$ cat src/rtl/calseq_pkg.sv
package calseq_pkg;

  typedef enum logic [2:0] {
    ST_IDLE    = 3'd0,
    ST_RESET   = 3'd1,
    ST_SETTLE  = 3'd2,
    ST_MEASURE = 3'd3,
    ST_DONE    = 3'd4
  } cal_state_e;

  typedef enum logic {
    MEAS_OFFSET = 1'b0,
    MEAS_GAIN   = 1'b1
  } meas_e;

  // Ideal ones density in eighths for a measurement and input mode.
  function automatic logic [3:0] ideal_eighths(input meas_e meas, input logic bipolar);
    logic [3:0] e;
    if (meas == MEAS_GAIN)  e = 4'd5;
    else if (bipolar)       e = 4'd4;
    else                    e = 4'd3;
    return e;
  endfunction

endpackage

$ cat src/rtl/calseq_beat_cnt.sv
module calseq_beat_cnt #(
  parameter int LIMIT = 16
) (
  input  logic clk,
  input  logic rst_n,
  input  logic clr_i,
  input  logic en_i,
  output logic last_o
);
  localparam int W = (LIMIT > 1) ? $clog2(LIMIT) : 1;
  localparam logic [W-1:0] TOP = W'(LIMIT - 1);

  logic [W-1:0] cnt_q;

  always_ff @(posedge clk or negedge rst_n) begin
    if (!rst_n)            cnt_q <= '0;
    else if (clr_i)        cnt_q <= '0;
    else if (en_i) begin
      if (cnt_q == TOP)    cnt_q <= '0;
      else                 cnt_q <= cnt_q + 1'b1;
    end
  end

  assign last_o = en_i && (cnt_q == TOP);
endmodule

$ cat src/rtl/calseq_ones_acc.sv
module calseq_ones_acc #(
  parameter int CW = 11
) (
  input  logic          clk,
  input  logic          rst_n,
  input  logic          clr_i,
  input  logic          en_i,
  input  logic          bit_i,
  output logic [CW-1:0] sum_next_o
);
  logic [CW-1:0] acc_q;

  always_comb begin
    sum_next_o = acc_q;
    if (en_i) sum_next_o = acc_q + CW'(bit_i);
  end

  always_ff @(posedge clk or negedge rst_n) begin
    if (!rst_n)      acc_q <= '0;
    else if (clr_i)  acc_q <= '0;
    else             acc_q <= sum_next_o;
  end
endmodule

$ cat src/rtl/calseq_ideal.sv
module calseq_ideal
  import calseq_pkg::*;
#(
  parameter int WIN_LOG2 = 10
) (
  input  meas_e                meas_i,
  input  logic                 bipolar_i,
  output logic [WIN_LOG2:0]    ideal_o
);
  localparam int IW = WIN_LOG2 + 4;

  logic [3:0]    eighths;
  logic [IW-1:0] scaled;

  assign eighths = ideal_eighths(meas_i, bipolar_i);

  generate
    if (WIN_LOG2 >= 3) begin : g_exact
      assign scaled  = IW'(eighths) << WIN_LOG2;
      assign ideal_o = scaled[IW-1:3];
    end else begin : g_round
      // Short windows: round the density product to nearest.
      assign scaled  = (IW'(eighths) << WIN_LOG2) + IW'(4);
      assign ideal_o = scaled[IW-1:3];
    end
  endgenerate
endmodule

$ cat src/rtl/calseq_fsm.sv
module calseq_fsm
  import calseq_pkg::*;
(
  input  logic       clk,
  input  logic       rst_n,
  input  logic       start_i,
  input  logic       meas_sel_i,
  input  logic       bipolar_i,
  input  logic       rst_last_i,
  input  logic       settle_last_i,
  input  logic       win_last_i,
  output cal_state_e state_o,
  output meas_e      meas_o,
  output logic       mode_o
);
  cal_state_e state_q, state_d;
  meas_e      meas_q;
  logic       mode_q;
  logic       accept;

  assign accept = start_i && (state_q == ST_IDLE);

  always_comb begin
    state_d = state_q;
    unique case (state_q)
      ST_IDLE:    if (accept)        state_d = ST_RESET;
      ST_RESET:   if (rst_last_i)    state_d = ST_SETTLE;
      ST_SETTLE:  if (settle_last_i) state_d = ST_MEASURE;
      ST_MEASURE: if (win_last_i)    state_d = ST_DONE;
      ST_DONE:                       state_d = ST_IDLE;
      default:                       state_d = ST_IDLE;
    endcase
  end

  always_ff @(posedge clk or negedge rst_n) begin
    if (!rst_n) begin
      state_q <= ST_IDLE;
      meas_q  <= MEAS_OFFSET;
      mode_q  <= 1'b0;
    end else begin
      state_q <= state_d;
      if (accept) begin
        meas_q <= meas_e'(meas_sel_i);
        mode_q <= bipolar_i;
      end
    end
  end

  assign state_o = state_q;
  assign meas_o  = meas_q;
  assign mode_o  = mode_q;
endmodule

$ cat src/rtl/calseq_top.sv
module calseq_top
  import calseq_pkg::*;
#(
  parameter int WIN_LOG2     = 10,
  parameter int SETTLE_BEATS = 1000,
  parameter int RST_CYCLES   = 8
) (
  input  logic                  clk,
  input  logic                  rst_n,
  input  logic                  start_i,
  input  logic                  meas_sel_i,
  input  logic                  bipolar_i,
  input  logic                  bs_valid_i,
  input  logic                  bs_bit_i,
  output logic                  bs_ready_o,
  output logic                  mod_rst_o,
  output logic                  zero_sel_o,
  output logic                  gain_sel_o,
  output logic                  busy_o,
  output logic                  done_o,
  output logic                  res_valid_o,
  output logic                  stale_o,
  output logic [WIN_LOG2:0]     ones_cnt_o,
  output logic signed [WIN_LOG2+1:0] dev_o
);
  localparam int CW  = WIN_LOG2 + 1;
  localparam int WIN = 1 << WIN_LOG2;

  cal_state_e state;
  meas_e      meas;
  logic       mode;
  logic       rst_last, settle_last, win_last;
  logic       idle, in_rst, in_settle, in_meas, in_done, sel_on;
  logic       beat;
  logic [CW-1:0] sum_next, ideal;
  logic signed [CW:0] dev_next;

  logic [CW-1:0]      ones_q;
  logic signed [CW:0] dev_q;
  logic               have_q, res_mode_q;

  calseq_fsm u_fsm (
    .clk           (clk),
    .rst_n         (rst_n),
    .start_i       (start_i),
    .meas_sel_i    (meas_sel_i),
    .bipolar_i     (bipolar_i),
    .rst_last_i    (rst_last),
    .settle_last_i (settle_last),
    .win_last_i    (win_last),
    .state_o       (state),
    .meas_o        (meas),
    .mode_o        (mode)
  );

  assign idle      = (state == ST_IDLE);
  assign in_rst    = (state == ST_RESET);
  assign in_settle = (state == ST_SETTLE);
  assign in_meas   = (state == ST_MEASURE);
  assign in_done   = (state == ST_DONE);
  assign sel_on    = in_settle || in_meas;
  assign beat      = bs_valid_i && sel_on;

  calseq_beat_cnt #(.LIMIT(RST_CYCLES)) u_rst_cnt (
    .clk(clk), .rst_n(rst_n), .clr_i(idle), .en_i(in_rst), .last_o(rst_last)
  );

  calseq_beat_cnt #(.LIMIT(SETTLE_BEATS)) u_settle_cnt (
    .clk(clk), .rst_n(rst_n), .clr_i(idle), .en_i(beat && in_settle), .last_o(settle_last)
  );

  calseq_beat_cnt #(.LIMIT(WIN)) u_win_cnt (
    .clk(clk), .rst_n(rst_n), .clr_i(idle), .en_i(beat && in_meas), .last_o(win_last)
  );

  calseq_ones_acc #(.CW(CW)) u_acc (
    .clk        (clk),
    .rst_n      (rst_n),
    .clr_i      (idle),
    .en_i       (beat && in_meas),
    .bit_i      (bs_bit_i),
    .sum_next_o (sum_next)
  );

  calseq_ideal #(.WIN_LOG2(WIN_LOG2)) u_ideal (
    .meas_i    (meas),
    .bipolar_i (mode),
    .ideal_o   (ideal)
  );

  assign dev_next = $signed({1'b0, sum_next}) - $signed({1'b0, ideal});

  always_ff @(posedge clk or negedge rst_n) begin
    if (!rst_n) begin
      ones_q     <= '0;
      dev_q      <= '0;
      have_q     <= 1'b0;
      res_mode_q <= 1'b0;
    end else if (win_last) begin
      ones_q     <= sum_next;
      dev_q      <= dev_next;
      have_q     <= 1'b1;
      res_mode_q <= mode;
    end
  end

  assign bs_ready_o  = sel_on;
  assign mod_rst_o   = in_rst;
  assign zero_sel_o  = sel_on && (meas == MEAS_OFFSET);
  assign gain_sel_o  = sel_on && (meas == MEAS_GAIN);
  assign busy_o      = !idle;
  assign done_o      = in_done;
  assign res_valid_o = have_q;
  assign stale_o     = have_q && (bipolar_i != res_mode_q);
  assign ones_cnt_o  = ones_q;
  assign dev_o       = dev_q;
endmodule

$ cat config.mk
export PLATFORM = sky130hd
export DESIGN_NAME = calseq_top
export DESIGN_NICKNAME = d
export VERILOG_FILES = /design/src/rtl/calseq_pkg.sv /design/src/rtl/calseq_beat_cnt.sv /design/src/rtl/calseq_ones_acc.sv /design/src/rtl/calseq_ideal.sv /design/src/rtl/calseq_fsm.sv /design/src/rtl/calseq_top.sv
export SDC_FILE = /design/constraint.sdc
export NUM_CORES = 1
export LEC_CHECK = 0
export BUFFER_PORTS_ARGS = -buffer_cell sky130_fd_sc_hd__buf_2
export CAP_MARGIN = 20
export CORE_AREA = 5 5 79 81
export CTS_BUF_LIST = sky130_fd_sc_hd__clkbuf_2
export DETAILED_ROUTE_END_ITERATION = 8
export DIE_AREA = 0 0 84 86
export PLACE_DENSITY = 0.83
export SYNTH_ARGS = -nofsm -noshare
export SYNTH_HDL_FRONTEND = slang
export SYNTH_SLANG_ARGS = --single-unit
$ cat constraint.sdc
create_clock -name clk -period 4.6 [get_ports clk]
set_input_delay 0.69 -clock clk [delete_from_list [all_inputs] [get_ports clk]]
set_output_delay 0.69 -clock clk [all_outputs]
set_load 0.005 [all_outputs]
# Word-level counts from Yosys, hierarchy flattened
# Cells that the tools add are included.
[totals]
elab_cells = 64
output_inout_bits = 31
in_bits = 7
reg_bits = 64
[op_classes]
mux = 18
n_bitwise = 1
n_reduce_logical = 17
n_addsub = 5
eq_ne = 12
[ops]
columns = ["op", "n"]
rows = [
  ["$mux 10", 6],
  ["$mux 3", 9],
  ["$mux 11", 2],
  ["$add 10x1->10 const B", 2],
  ["$eq 10x10->1 const B", 2],
  ["$pmux 3 s4", 1],
  ["$sub 11x11->12", 1],
  ["$add 11x1->11", 1],
  ["$logic_and 1x1->1", 10],
  ["$eq 3x2->1 const B", 2],
  ["$eq 3x3->1 const B", 2],
  ["$reduce_bool 2->1", 3],
  ["$ne 2x1->1 const B", 2],
  ["$ne 2x2->1 const B", 2],
  ["$reduce_and 4->1", 1],
  ["$add 3x1->3 const B", 1],
  ["$eq 3x1->1 const B", 1],
  ["$logic_not 3->1", 1],
  ["$logic_not 1->1", 1],
  ["$logic_or 1x1->1", 1],
  ["$ne 1x1->1", 1],
  ["$not 1->1", 1],
]

# Depth between registers and ports, before layout
[depth]
depth_word = 7
ltp_mapped = 12
depth_no_buf = 10

# Hierarchy
# From an unflattened synthesis, not the netlist that was laid out.
[unflattened]
hier_cells = 372
hier_area_um2 = 3716.1
[by_module_without_submodules]
columns = ["module", "n_inst", "area_each_um2", "cells_per_inst", "seq_area_each_um2"]
rows = [
  ["calseq_top", 1, 1540.2, 151, 625.6],
  ["calseq_ones_acc", 1, 603.1, 60, 275.3],
  ["calseq_beat_cnt (u_settle_cnt)", 1, 569.3, 61, 250.2],
  ["calseq_beat_cnt (u_win_cnt)", 1, 544.3, 58, 250.2],
  ["calseq_fsm", 1, 221.5, 17, 125.1],
  ["calseq_beat_cnt (u_rst_cnt)", 1, 157.7, 13, 75.1],
  ["calseq_ideal", 1, 80.1, 12, 0.0],
]

# Least setup slack after synthesis
# No wires, ideal clock.
[synth_path]
path_type = "input to register"
startpoint = "input port bs_valid_i"
endpoint = "register dev_q[10], in the netlist dev_o[10]"
path_buffers = 1
setup_slack_ns = 2.010
arrival_ns = 2.514
setup_ns = 0.077
path_stages = 11
required_time_ns = 4.523
path_cell_list = "and4b_1 buf_6 and3_4 nand2_1 xor2_1 inv_1 ha_1 a21o_1 a21oi_1 xor3_1 o21ai_1"
[synth_via]
elab_chain_cells = 4
elab_cells_between_ends = 5
cone_classes = "1 x add/sub; 1 x mux; 3 x reduce/logical"
[synth_lines]
columns = ["element", "line", "source"]
rows = [
  ["start, declared", "calseq_top.sv:13", "input logic bs_valid_i,"],
  ["$logic_and 1x1->1", "calseq_top.sv:62", "assign beat = bs_valid_i && sel_on;"],
  ["$logic_and 1x1->1", "calseq_top.sv:80", ".en_i (beat && in_meas),"],
  ["$mux 11", "calseq_ones_acc.sv:15", "if (en_i) sum_next_o = acc_q + CW'(bit_i);"],
  ["net sum_next[8]", "calseq_top.sv:35", "logic [CW-1:0] sum_next, ideal;"],
  ["$sub 11x11->12", "calseq_top.sv:91", "assign dev_next = $signed({1'b0, sum_next}) - $signed({1'b0, ideal});"],
  ["end signal, assigned", "calseq_top.sv:101", "dev_q <= dev_next;"],
  ["end, declared", "calseq_top.sv:39", "logic signed [CW:0] dev_q;"],
]
# The timed path passes the listed nets, and every way through them passes these cells.
# A chain may end at the register's enable or synchronous reset.

# Worst setup path after layout
[layout_path]
startpoint = "register u_fsm.state_q[2], in the netlist u_fsm.state_o[2]"
endpoint = "register dev_q[10], in the netlist dev_o[10]"
[layout_via]
elab_chain_cells = 6
elab_cells_between_ends = 8
cone_classes = "1 x add/sub; 2 x eq/ne; 1 x mux; 4 x reduce/logical"
[layout_lines]
columns = ["element", "line", "source"]
rows = [
  ["start, declared", "calseq_fsm.sv:16", "cal_state_e state_q, state_d;"],
  ["start signal, assigned", "calseq_fsm.sv:41", "state_q <= state_d;"],
  ["$eq 3x2->1, on equally long branches", "calseq_top.sv:58, calseq_top.sv:59", ""],
  ["$logic_or 1x1->1", "calseq_top.sv:61", "assign sel_on = in_settle || in_meas;"],
  ["$logic_and 1x1->1", "calseq_top.sv:62", ""],
  ["$logic_and 1x1->1 (*)", "calseq_top.sv:80", ""],
  ["$mux 11 (*)", "calseq_ones_acc.sv:15", ""],
  ["net sum_next[8]", "calseq_top.sv:35", ""],
  ["$sub 11x11->12 (*)", "calseq_top.sv:91", ""],
]
# Mark *: on every way through the listed nets, which the timed path passes. The rest lies on a longest branch.

==> impl_metrics.toml <==
[status]
outcome = "finished clean"

[clock_tree]
post_cts.repair.setup_buffers = 0
clock_input_transition_at_the_sequential_cells_of_the_worst_setup_and_hold_paths_ns = 0.17
cts_root_buffer = "sky130_fd_sc_hd__clkbuf_2"
cts-buffers-inserted = 9
h-tree-depth = 3
cts.sinks = 57
max-clock-path-buffers = 2
post_cts_resize_count = 0
holdBufCountCts = 0
insertion_delay_ns = 0.47
cts_tree = "yes"

[placement]
dpl.cell_count = 386
detailedPlace.worstSlack_ns = 1.47
dp_hpwl_um = 3970
placer_congestion = 0.877
placement.io_buffers = 37
post_place_cell_area_mm2 = 0.00305

[synthesis]
ys_types = 49
gate_count_after_technology_mapping = 290
asyncSetResetFlopFracSynth_pct = 100
synth-seq-area-share_pct = 49.9
synth.avg_cell_area_um2 = 9.86
synth_edf_count = 0
synth_top_flop_cell = "sky130_fd_sc_hd__dfrtp_1"
syn_nets = 307
ys_seq_elements = 57
yosysWarningCount = 0
synth_area_mm2 = 0.00286
ys_top_cells_by_area = "sky130_fd_sc_hd__dfrtp_1, sky130_fd_sc_hd__nand2_1, sky130_fd_sc_hd__xor2_1, sky130_fd_sc_hd__nor2_1, sky130_fd_sc_hd__ha_1"
synth_top_area_share_pct = 49.9
synth.largest_area_cell = "sky130_fd_sc_hd__dfrtp_1"

[floorplan]
ios = 38
coreArea_mm2 = 0.00541
die_width_um = 84
rows = 27
design.die.area_mm2 = 0.00722
die_h_um = 86
floorplan.initialDensity_pct = 52.9

[routing]
detail_route.iter0.violations = 116
vias_per_cell = 5.29
drtPass1Iterations = 4
total_via_count_in_the_routed_design = 2122
avgRoutedWirePerCell_um = 14.0
drc = 0
antenna_violating_nets_post_route = 0
totalWireLength_um = 5590

[worst_setup_path]
worst_r2r_path_depth = 10
path_class = "register to register"
worst-path-max-fanout = 9
regToRegStartpoint = "u_fsm.state_o[2]$_DFFE_PN0P_"
timing.reg2reg.setup_slack_ns = 1.75
worstReg2RegEnd = "dev_o[10]$_DFFE_PN0P_"
crit_arrival_ns = 3.25
startpoint_type = "register"
cp_data_required_time_ns = 5.00
critPathCaptureType = "register"

[layout]
final_design_area_no_fill_mm2 = 0.00317
antenna_cells = 0
finalNonFillerCells = 401
fin_nets = 342
drive_above_1_share_pct = 19.5
finalCoreUtilization_pct = 58.7
fillers = 494
area_growth_syn_to_layout_pct = 10.9

[pwr]
ir_worst_vdd_mv = 0.393
report.power.total_mw = 0.966
p_leak_nw = 1.69
p_per_area_mw_per_mm2 = 305

[sta]
setup-tns-final_ns = 0
setup-violations-final = 0
timing.final.hold_violations = 0
timing.final.crit_share_pct = 62.0
timing_worst_slew_pin_value_ns = 0.870
timing.slew.headroom_pct = 41.5
hold_ws_ns = 0.329
final_worst_clock_skew_ns = 0.0251
period_minus_slack_ns = 2.85
max_clock_freq_mhz = 351
rsz_0062_raised_after_global_routing = "no"
worst_slack_ns = 1.75
finalMaxSlewViolations = 0

[global_routing]
top_usage_layer = "met2"
grtUsageMet1_pct = 20.9
grt_util_met2_pct = 27.3
grt_start_max_net_pins = 58
grtUsageTotal_pct = 16.7
grt-ovfl-total = 0
grt_antenna_before_repair = 0
grt_first_pass_wirelength_um = 9550
grt_pass1_vias = 2091
groute.layer.met3.usage_pct = 5.09

[worst_hold_path]
worst_hold_path_type = "primary input to asynchronous set/reset pin"

[job]
drv.max_cap_violation_count = 0
[where the power goes]
part	internal [mW]	leakage [nW]	switching (mW)	total, mW
Sequential	0.521	0.781	0.0262	0.547
Combinational	0.0247	0.826	0.0359	0.0606
Clock	0.180	0.0794	0.179	0.358
Total	0.725	1.69	0.241	0.966
[cell type report]
cell class	count	area, µm²	share of cell area (%)
Tap cell	72	90.1	2.84
Clock inverter	4	68.8	2.17
Multi-Input combinational cell	207	1290	40.6
Timing Repair Buffer	39	200	6.31
Sequential cell	57	1430	45.0
Inverter	11	41.3	1.30
Clock buffer	11	55.1	1.74
[worst max-delay path, cell delays in order (launching register included)]
cell and delay, ns:
sky130_fd_sc_hd__dfrtp_1 0.50, sky130_fd_sc_hd__and4b_1 0.49, sky130_fd_sc_hd__and3_4 0.27, sky130_fd_sc_hd__nand2_1 0.07, sky130_fd_sc_hd__xor2_1 0.36, sky130_fd_sc_hd__inv_1 0.10
sky130_fd_sc_hd__ha_1 0.30, sky130_fd_sc_hd__a21o_1 0.15, sky130_fd_sc_hd__a21oi_1 0.17, sky130_fd_sc_hd__xor3_1 0.25, sky130_fd_sc_hd__o21ai_1 0.13
[placed cells by master, fill, tap and decap left out, types with 3 or more instances in the layout]
master	n
sky130_fd_sc_hd__and3_1	6
sky130_fd_sc_hd__a21oi_1	6
sky130_fd_sc_hd__nand3_1	13
sky130_fd_sc_hd__dfrtp_1	57
sky130_fd_sc_hd__xor2_1	18
sky130_fd_sc_hd__xnor2_1	6
sky130_fd_sc_hd__nor3_1	5
sky130_fd_sc_hd__nand4_1	5
sky130_fd_sc_hd__o21ai_0	18
sky130_fd_sc_hd__clkbuf_2	11
sky130_fd_sc_hd__inv_1	10
sky130_fd_sc_hd__ha_1	9
sky130_fd_sc_hd__buf_2	37
sky130_fd_sc_hd__a22o_1	4
sky130_fd_sc_hd__nor2_1	36
sky130_fd_sc_hd__nand2b_1	3
sky130_fd_sc_hd__nand2_1	42
[routing by layer]
metal / routed length [µm] / up-vias / part of all wire, %
met5: 0 / - / 0
met4: 40 / 0 / 0.72
met3: 359 / 6 / 6.4
met2: 2650 / 66 / 47
met1: 2540 / 1000 / 45
li1: - / 1050 / -
[synthesized netlist by cell type (3+ instances only)]
library cell,n
sky130_fd_sc_hd__a21oi_1,6
sky130_fd_sc_hd__a22o_1,4
sky130_fd_sc_hd__and3_1,6
sky130_fd_sc_hd__buf_4,8
sky130_fd_sc_hd__clkbuf_1,4
sky130_fd_sc_hd__dfrtp_1,57
sky130_fd_sc_hd__ha_1,9
sky130_fd_sc_hd__inv_1,10
sky130_fd_sc_hd__nand2_1,42
sky130_fd_sc_hd__nand2b_1,3
sky130_fd_sc_hd__nand3_1,13
sky130_fd_sc_hd__nand4_1,5
sky130_fd_sc_hd__nor2_1,36
sky130_fd_sc_hd__nor3_1,5
sky130_fd_sc_hd__o21ai_0,18
sky130_fd_sc_hd__xnor2_1,6
sky130_fd_sc_hd__xor2_1,18
[kinds of logic (layout without fill, tap and decap cells)]
family	after synthesis	after routing	synth area share (%)
adders and majority gates	10	10	4.64
and+or+nand+nor	128	128	22.1
muxes	3	3	1.14
buffers and inverters	26	65	5.03
DFF	57	57	49.9
xor gates and xnor gates	25	25	8.18
AOI/OAI and AO/OA	41	41	9.06
[sequential cells by signal, summed over array words and instances, names as in the netlist]
signal,cells
u_rst_cnt.cnt_q,3
res_mode_q,1
res_valid_o,1
u_acc.acc_q,11
u_fsm.mode_o,1
ones_cnt_o,11
dev_o,5
u_fsm.meas_o,1
u_settle_cnt.cnt_q,10
u_fsm.state_o,3
u_win_cnt.cnt_q,10
[how the worst max path moves through the flow]
| stage | startpoint | to | depth (start not counted) |
|---|---|---|---|
| 5_1_grt | u_fsm.state_o[2]$_DFFE_PN0P_ | dev_o[10]$_DFFE_PN0P_ | 10 |
| 2_1_floorplan | bs_valid_i | dev_o[10]$_DFFE_PN0P_ | 11 |
| 6_report | u_fsm.state_o[2]$_DFFE_PN0P_ | dev_o[10]$_DFFE_PN0P_ | 10 |
| 3_3_place_gp | bs_valid_i | dev_o[10]$_DFFE_PN0P_ | 11 |
| 4_1_cts | u_fsm.state_o[2]$_DFFE_PN0P_ | dev_o[10]$_DFFE_PN0P_ | 10 |
| 3_5_place_dp | bs_valid_i | dev_o[10]$_DFFE_PN0P_ | 11 |
Note: power is estimated with default switching activity, not from simulation.
